File: src/rtl/term_io_pkg.sv
package term_io_pkg;

  localparam int REG_COUNT = 4;
  localparam int REG_RXC   = 0;
  localparam int REG_RXD   = 1;
  localparam int REG_TXC   = 2;
  localparam int REG_TXD   = 3;

  // Transmit handshake: idle (ready), strobe cycle, waiting on display busy.
  typedef enum logic [1:0] {
    TX_IDLE  = 2'd0,
    TX_SEND  = 2'd1,
    TX_DRAIN = 2'd2
  } tx_state_e;

  // Byte offset of register slot idx from the block base.
  function automatic logic [3:0] slot_offset(input int idx);
    return 4'(idx * 4);
  endfunction

  // Request from one direction.
  function automatic logic dir_request(input logic ready, input logic enable);
    return ready & enable;
  endfunction

endpackage

File: src/rtl/term_reg_decode.sv
module term_reg_decode
  import term_io_pkg::*;
#(
  parameter int                ADDR_W    = 32,
  parameter logic [ADDR_W-1:0] BASE_ADDR = 32'hFFFF0000
) (
  input  logic                 clk,
  input  logic                 rst_n,
  input  logic [ADDR_W-1:0]    addr,
  input  logic                 rd,
  input  logic                 wr,
  output logic [REG_COUNT-1:0] rd_sel,
  output logic [REG_COUNT-1:0] wr_sel
);

  logic [REG_COUNT-1:0] hit;

  for (genvar i = 0; i < REG_COUNT; i++) begin : g_slot
    localparam logic [ADDR_W-1:0] SLOT_ADDR = BASE_ADDR + ADDR_W'(slot_offset(i));
    assign hit[i]    = (addr == SLOT_ADDR);
    assign rd_sel[i] = hit[i] & rd;
    assign wr_sel[i] = hit[i] & wr;
  end

  // at most one register answers an access
  assert_sel_onehot_R1: assert property (@(posedge clk) disable iff (!rst_n)
    $onehot0(rd_sel) && $onehot0(wr_sel));

endmodule

File: src/rtl/term_rx_port.sv
module term_rx_port #(
  parameter int CHAR_W = 8
) (
  input  logic              clk,
  input  logic              rst_n,
  input  logic              key_valid,
  input  logic [CHAR_W-1:0] key_byte,
  input  logic              data_rd,
  input  logic              ctrl_rd,
  input  logic              ctrl_wr,
  input  logic              ie_wdata,
  output logic [CHAR_W-1:0] rx_byte,
  output logic              rx_ready,
  output logic              rx_ie,
  output logic              rx_overrun,
  output logic              overrun_event
);

  // A byte lands on top of one software has not taken.
  assign overrun_event = key_valid & rx_ready & ~data_rd;

  always_ff @(posedge clk) begin
    if (!rst_n) begin
      rx_byte    <= '0;
      rx_ready   <= 1'b0;
      rx_ie      <= 1'b0;
      rx_overrun <= 1'b0;
    end else begin
      if (key_valid) begin
        rx_byte  <= key_byte;
        rx_ready <= 1'b1;
      end else if (data_rd) begin
        rx_ready <= 1'b0;
      end
      if (overrun_event)
        rx_overrun <= 1'b1;
      else if (ctrl_rd)
        rx_overrun <= 1'b0;
      if (ctrl_wr)
        rx_ie <= ie_wdata;
    end
  end

  assert_key_loads_R4: assert property (@(posedge clk) disable iff (!rst_n)
    key_valid |=> rx_ready && rx_byte == $past(key_byte));

  assert_read_clears_R5: assert property (@(posedge clk) disable iff (!rst_n)
    (data_rd && !key_valid) |=> !rx_ready);

  assert_overrun_sets_R6: assert property (@(posedge clk) disable iff (!rst_n)
    overrun_event |=> rx_overrun);

  assert_overrun_sticky_R6: assert property (@(posedge clk) disable iff (!rst_n)
    (rx_overrun && !ctrl_rd) |=> rx_overrun);

  assert_ie_hold_R7: assert property (@(posedge clk) disable iff (!rst_n)
    !ctrl_wr |=> $stable(rx_ie));

endmodule

File: src/rtl/term_tx_port.sv
module term_tx_port
  import term_io_pkg::*;
#(
  parameter int CHAR_W = 8
) (
  input  logic              clk,
  input  logic              rst_n,
  input  logic              data_wr,
  input  logic [CHAR_W-1:0] wr_byte,
  input  logic              ctrl_wr,
  input  logic              ie_wdata,
  input  logic              disp_busy,
  output logic              disp_valid,
  output logic [CHAR_W-1:0] disp_byte,
  output logic              tx_ready,
  output logic              tx_ie,
  output logic              accept_event,
  output logic              drop_event
);

  tx_state_e state, state_nx;

  assign tx_ready     = (state == TX_IDLE);
  assign disp_valid   = (state == TX_SEND);
  assign accept_event = data_wr & tx_ready;
  assign drop_event   = data_wr & ~tx_ready;

  always_comb begin
    state_nx = state;
    unique case (state)
      TX_IDLE:  if (accept_event) state_nx = TX_SEND;
      TX_SEND:  state_nx = TX_DRAIN;
      TX_DRAIN: if (!disp_busy) state_nx = TX_IDLE;
      default:  state_nx = TX_IDLE;
    endcase
  end

  always_ff @(posedge clk) begin
    if (!rst_n) begin
      state     <= TX_IDLE;
      disp_byte <= '0;
      tx_ie     <= 1'b0;
    end else begin
      state <= state_nx;
      if (accept_event)
        disp_byte <= wr_byte;
      if (ctrl_wr)
        tx_ie <= ie_wdata;
    end
  end

  assert_accept_strobe_R8: assert property (@(posedge clk) disable iff (!rst_n)
    accept_event |=> disp_valid && !tx_ready && disp_byte == $past(wr_byte));

  assert_single_strobe_R8: assert property (@(posedge clk) disable iff (!rst_n)
    disp_valid |=> !disp_valid);

  assert_ready_returns_R9: assert property (@(posedge clk) disable iff (!rst_n)
    (!tx_ready && !disp_valid && !disp_busy) |=> tx_ready);

  assert_drop_quiet_R10: assert property (@(posedge clk) disable iff (!rst_n)
    drop_event |=> !disp_valid && $stable(disp_byte));

endmodule

File: src/rtl/term_io_ctrl.sv
module term_io_ctrl
  import term_io_pkg::*;
#(
  parameter int                ADDR_W    = 32,
  parameter int                DATA_W    = 32,
  parameter int                CHAR_W    = 8,
  parameter logic [ADDR_W-1:0] BASE_ADDR = 32'hFFFF0000
) (
  input  logic              clk,
  input  logic              rst_n,
  input  logic [ADDR_W-1:0] bus_addr,
  input  logic              bus_rd,
  input  logic              bus_wr,
  input  logic [DATA_W-1:0] bus_wdata,
  output logic [DATA_W-1:0] bus_rdata,
  input  logic              kb_valid,
  input  logic [CHAR_W-1:0] kb_byte,
  output logic              disp_valid,
  output logic [CHAR_W-1:0] disp_byte,
  input  logic              disp_busy,
  output logic              irq
);

  localparam int IE_BIT  = 1;
  localparam int OVR_BIT = 2;

  logic [REG_COUNT-1:0] rd_sel, wr_sel;
  logic [CHAR_W-1:0]    rx_byte;
  logic                 rx_ready, rx_ie, rx_overrun, overrun_event;
  logic                 tx_ready, tx_ie, accept_event, drop_event;
  logic                 unused_events;

  assign unused_events = overrun_event ^ accept_event ^ drop_event;

  term_reg_decode #(.ADDR_W(ADDR_W), .BASE_ADDR(BASE_ADDR)) u_decode (
    .clk    (clk),
    .rst_n  (rst_n),
    .addr   (bus_addr),
    .rd     (bus_rd),
    .wr     (bus_wr),
    .rd_sel (rd_sel),
    .wr_sel (wr_sel)
  );

  term_rx_port #(.CHAR_W(CHAR_W)) u_rx (
    .clk           (clk),
    .rst_n         (rst_n),
    .key_valid     (kb_valid),
    .key_byte      (kb_byte),
    .data_rd       (rd_sel[REG_RXD]),
    .ctrl_rd       (rd_sel[REG_RXC]),
    .ctrl_wr       (wr_sel[REG_RXC]),
    .ie_wdata      (bus_wdata[IE_BIT]),
    .rx_byte       (rx_byte),
    .rx_ready      (rx_ready),
    .rx_ie         (rx_ie),
    .rx_overrun    (rx_overrun),
    .overrun_event (overrun_event)
  );

  term_tx_port #(.CHAR_W(CHAR_W)) u_tx (
    .clk          (clk),
    .rst_n        (rst_n),
    .data_wr      (wr_sel[REG_TXD]),
    .wr_byte      (bus_wdata[CHAR_W-1:0]),
    .ctrl_wr      (wr_sel[REG_TXC]),
    .ie_wdata     (bus_wdata[IE_BIT]),
    .disp_busy    (disp_busy),
    .disp_valid   (disp_valid),
    .disp_byte    (disp_byte),
    .tx_ready     (tx_ready),
    .tx_ie        (tx_ie),
    .accept_event (accept_event),
    .drop_event   (drop_event)
  );

  // Read mux: each register contributes only when selected.
  always_comb begin
    bus_rdata = '0;
    if (rd_sel[REG_RXC]) begin
      bus_rdata[0]       = rx_ready;
      bus_rdata[IE_BIT]  = rx_ie;
      bus_rdata[OVR_BIT] = rx_overrun;
    end
    if (rd_sel[REG_RXD])
      bus_rdata[CHAR_W-1:0] = rx_byte;
    if (rd_sel[REG_TXC]) begin
      bus_rdata[0]      = tx_ready;
      bus_rdata[IE_BIT] = tx_ie;
    end
  end

  assign irq = dir_request(rx_ready, rx_ie) | dir_request(tx_ready, tx_ie);

  // no request while both enables are off
  assert_irq_quiet_R11: assert property (@(posedge clk) disable iff (!rst_n)
    (!rx_ie && !tx_ie) |-> !irq);

  assert_irq_rx_R11: assert property (@(posedge clk) disable iff (!rst_n)
    (rx_ie && rx_ready) |-> irq);

  assert_idle_rdata_R1: assert property (@(posedge clk) disable iff (!rst_n)
    !bus_rd |-> bus_rdata == '0);

endmodule

File: config.mk
export PLATFORM = sky130hd
export DESIGN_NAME = term_io_ctrl
export DESIGN_NICKNAME = d
export VERILOG_FILES = /design/src/rtl/term_io_pkg.sv /design/src/rtl/term_reg_decode.sv /design/src/rtl/term_rx_port.sv /design/src/rtl/term_tx_port.sv /design/src/rtl/term_io_ctrl.sv
export SDC_FILE = /design/constraint.sdc
export NUM_CORES = 1
export LEC_CHECK = 0
export ABC_AREA = 0
export CELL_PAD_IN_SITES_DETAIL_PLACEMENT = 1
export CELL_PAD_IN_SITES_GLOBAL_PLACEMENT = 1
export CORE_MARGIN = 2
export CORE_UTILIZATION = 20
export DETAILED_ROUTE_END_ITERATION = 12
export PLACE_DENSITY_LB_ADDON = 0.08
export SLEW_MARGIN = 20
export SYNTH_ARGS = -nofsm -noshare
export SYNTH_HDL_FRONTEND = slang
export SYNTH_SLANG_ARGS = --single-unit
File: constraint.sdc
create_clock -name clk -period 2.51 [get_ports clk]
set_clock_uncertainty 0.2 [all_clocks]
set_input_delay 0.502 -clock clk [delete_from_list [all_inputs] [get_ports clk]]
set_output_delay 0.502 -clock clk [all_outputs]
set_load 0.005 [all_outputs]
==> flow_metrics.py <==
metrics = {
    "floorplan": {
        "die_y_um": 84,
        "die_w_um": 84,
        "rows": 29,
        "io_pins": 120,
        "start_util_pct": 20.4,
        "coreArea_um2": 6280,
        "die-area_um2": 7060,
    },
    "route": {
        "drt_iter0_drc": 31,
        "wl_um": 4210,
        "drt_pass1_iterations": 4,
        "via_per_inst": 4.24,
        "wl_per_cell_um": 13.3,
        "drc": 0,
        "drtAntennaViolNets": 0,
        "vias": 1339,
    },
    "synth": {
        "yosysUniqueCellTypes": 30,
        "syn_inst": 147,
        "syn-mean-instance-area_um2": 8.71,
        "synth_area_um2": 1280,
        "synth_seq_area_share_pct": 34.4,
        "yosys_warnings": 0,
        "synth-seq-cells": 22,
    },
    "pwr": {
        "p_leak_uw": 0.00104,
        "vdd_drop_max_uv": 175,
        "power_density_nw_per_um2": 367,
    },
    "grt": {
        "grt_use_met2_pct": 20.7,
        "grt_pass1_wl_um": 6800,
        "overflow": 0,
        "grt_busiest_layer": "met2",
        "met1_usage_pct": 14.1,
        "grt_use_total_pct": 11.7,
        "antenna_found_initial": 0,
        "grt_pass1_vias": 1402,
        "grt_max_degree": 23,
        "grt.met3_usage_pct": 2.87,
    },
    "finish": {
        "final_nets": 318,
        "multi_input_area_um2": 801,
        "seq_area_um2": 440,
        "area_growth_pct": 77.5,
        "num_antenna_cells": 0,
        "fillers": 751,
        "drive_gt1_share_pct": 25.9,
    },
    "critical_path": {
        "slowest_stage": "or4_4",
        "cp.arrival_ps": 2010,
        "crit_type": "primary input to primary output",
        "startpoint_type": "primary input",
        "crit_chain": "buf_6, or4_4, nor4_4, and4_4, buf_6, buf_6, and2_1, buf_2",
        "path_buf_inv": 4,
        "critPathRequiredTime_ps": 1810,
        "crit_family": "simple AND/OR/NAND/NOR gates",
        "cp-end-kind": "primary output",
        "path_max_fanout": 3,
        "crit_path_max_incr_delay_ps": 530,
        "path_common_cell": "buf_6",
    },
    "placement": {
        "dpl.hpwl_um": 3200,
        "globalplace.congestion": 0.800,
        "pre_cts_slack_ps": -946,
        "port-buffer-count": 71,
    },
    "clock_tree": {
        "clkTransAtPathRegs_ps": 80,
        "cts_sinks": 22,
        "cts_tree": "built",
        "numCtsBuffers": 3,
        "clock_latency_ps": 260,
        "hold_buffers": 0,
        "max-clock-path-buffers": 2,
        "clock_tree.root_cell": "clkbuf_8",
        "htree_num_levels": 1,
    },
    "run_status": {
        "outcome": "finished with violations",
        "violations": "setup timing",
    },
    "timing": {
        "rsz0062_at_grt": "true",
        "fin_crit_sh_pct": 108,
        "period_needed_ps": 2710,
        "setup_viol": 8,
        "holdWs_ps": 259,
        "fmaxAchievable_ghz": 0.369,
        "final-max-slew-violation-count": 0,
        "hold_violations": 0,
        "finalSetupTns_ps": -917,
        "setup_slack_ps": -199,
    },
    "min_path": {
        "hp-class": "flip-flop to flip-flop",
    },
    "flow_run": {
        "cap_violations": 0,
    },
}
cell type report:
cell class / instances / area share, %
inverter: 2 / 0.330
multi-input combinational: 117 / 35.2
clock buffer: 3 / 1.82
sequential: 22 / 19.4
clock inverter: 1 / 1.32
tap: 77 / 4.24
timing repair buffer: 94 / 37.7
layer usage:
| layer | part of all wire [%] | vias to the layer above |
|---|---|---|
| li1 | - | 641 |
| met1 | 42 | 635 |
| met2 | 51 | 61 |
| met3 | 6.8 | 2 |
| met4 | 0.55 | 0 |
| met5 | 0 | - |
registers in the layout (all words and copies together) (netlist names):
register,cells
u_tx.tx_ie,1
u_rx.rx_overrun,1
u_tx.state,2
u_rx.rx_byte,8
u_rx.rx_ready,1
u_tx.disp_byte,8
u_rx.rx_ie,1
worst register-to-register path: stages (launching register included):
cell,delay (ps)
dfxtp_1,330
nor2_1,210
and4_1,220
and4_1,270
buf_12,160
mux2i_1,190
placed cells by master (no fill, tap or decap), types with 2 or more instances in the layout:
master	instances
and2_4	2
and2_1	5
buf_2	7
nand2_1	21
and4b_2	2
and4_1	3
a21oi_1	2
dfxtp_1	22
buf_6	11
dlygate4sd2_1	20
clkbuf_2	4
nand4_1	5
buf_4	15
clkdlybuf4s50_1	32
dlymetal6s2s_1	3
conb_1	24
nor2_1	11
mux2_2	2
nor4_4	3
mux2i_1	19
clkbuf_8	3
power by group:
part | leakage, µW | internal [µW] | switching [µW] | total (µW)
clock network | 0.0000357 | 213 | 119 | 332
logic | 0.000820 | 80.7 | 54.7 | 135
registers | 0.000179 | 359 | 6.80 | 366
worst paths after layout:
| path | slack (ps) | startpoint | to | depth (start not counted) |
|---|---|---|---|---|
| worst max register to register | 860 | u_tx.state[0]$_SDFFE_PN0P_ | u_tx.disp_byte[6]$_SDFFE_PN0P_ | 5 |
| worst min-delay path | 260 | u_tx.disp_byte[4]$_SDFFE_PN0P_ | u_tx.disp_byte[4]$_SDFFE_PN0P_ | 2 |
| worst max-delay path | -200 | bus_addr[11] | bus_rdata[6] | 8 |
| worst min register to register | 260 | u_tx.disp_byte[4]$_SDFFE_PN0P_ | u_tx.disp_byte[4]$_SDFFE_PN0P_ | 2 |
synth_stat cells:
library cell	count	area share (%)
clkbuf_1	4	1.2
nand2b_1	1	0.49
inv_1	1	0.29
and4b_1	2	1.6
nand4_1	5	2.4
nor2b_1	1	0.49
mux2_2	2	1.8
buf_6	1	0.88
mux2i_1	19	15
and4_1	4	2.7
nand3_1	2	0.78
nor4_2	1	0.98
nor3b_1	1	0.59
nand4b_1	1	0.68
buf_4	24	14
a21oi_1	3	1.2
or4_4	1	0.88
a32oi_1	1	0.68
o21a_1	1	0.59
clkinv_1	1	0.29
nor4_1	1	0.49
nor4_4	1	1.7
and2_1	7	3.4
a22o_1	1	0.68
dfxtp_1	22	34
o21ai_0	1	0.39
a2111oi_0	1	0.68
conb_1	1	0.29
nor2_1	13	3.8
nand2_1	23	6.7
cells by family after synthesis:
logic type             Yosys count  synth area share [%]
AO/OA/AOI/OAI                    8                  4.20
AND/OR/NAND/NOR                 64                  27.8
multiplexers                    21                  16.6
buffers and inverters           31                  16.7
other                            1                 0.293
flip-flops                      22                  34.4
metrics by stage:
step / instances / util (%) / cell area (µm²) / power, µW
after global routing: 316 / 36.2 / 2270 / 882
after global placement: 298 / 32.6 / 2050 / 515
after detailed placement: 298 / 32.6 / 2050 / 519
after CTS: 313 / 34.9 / 2190 / 843
after floorplan: 170 / - / 1370 / 443
final: 316 / 36.2 / 2270 / 834
timing repair:
item,CTS,global route
setup buffers,11,3
resized for setup,83,26
pin swaps,16,8
endpoints found under the setup margin,10,8
(Power assumes the default switching activity.)
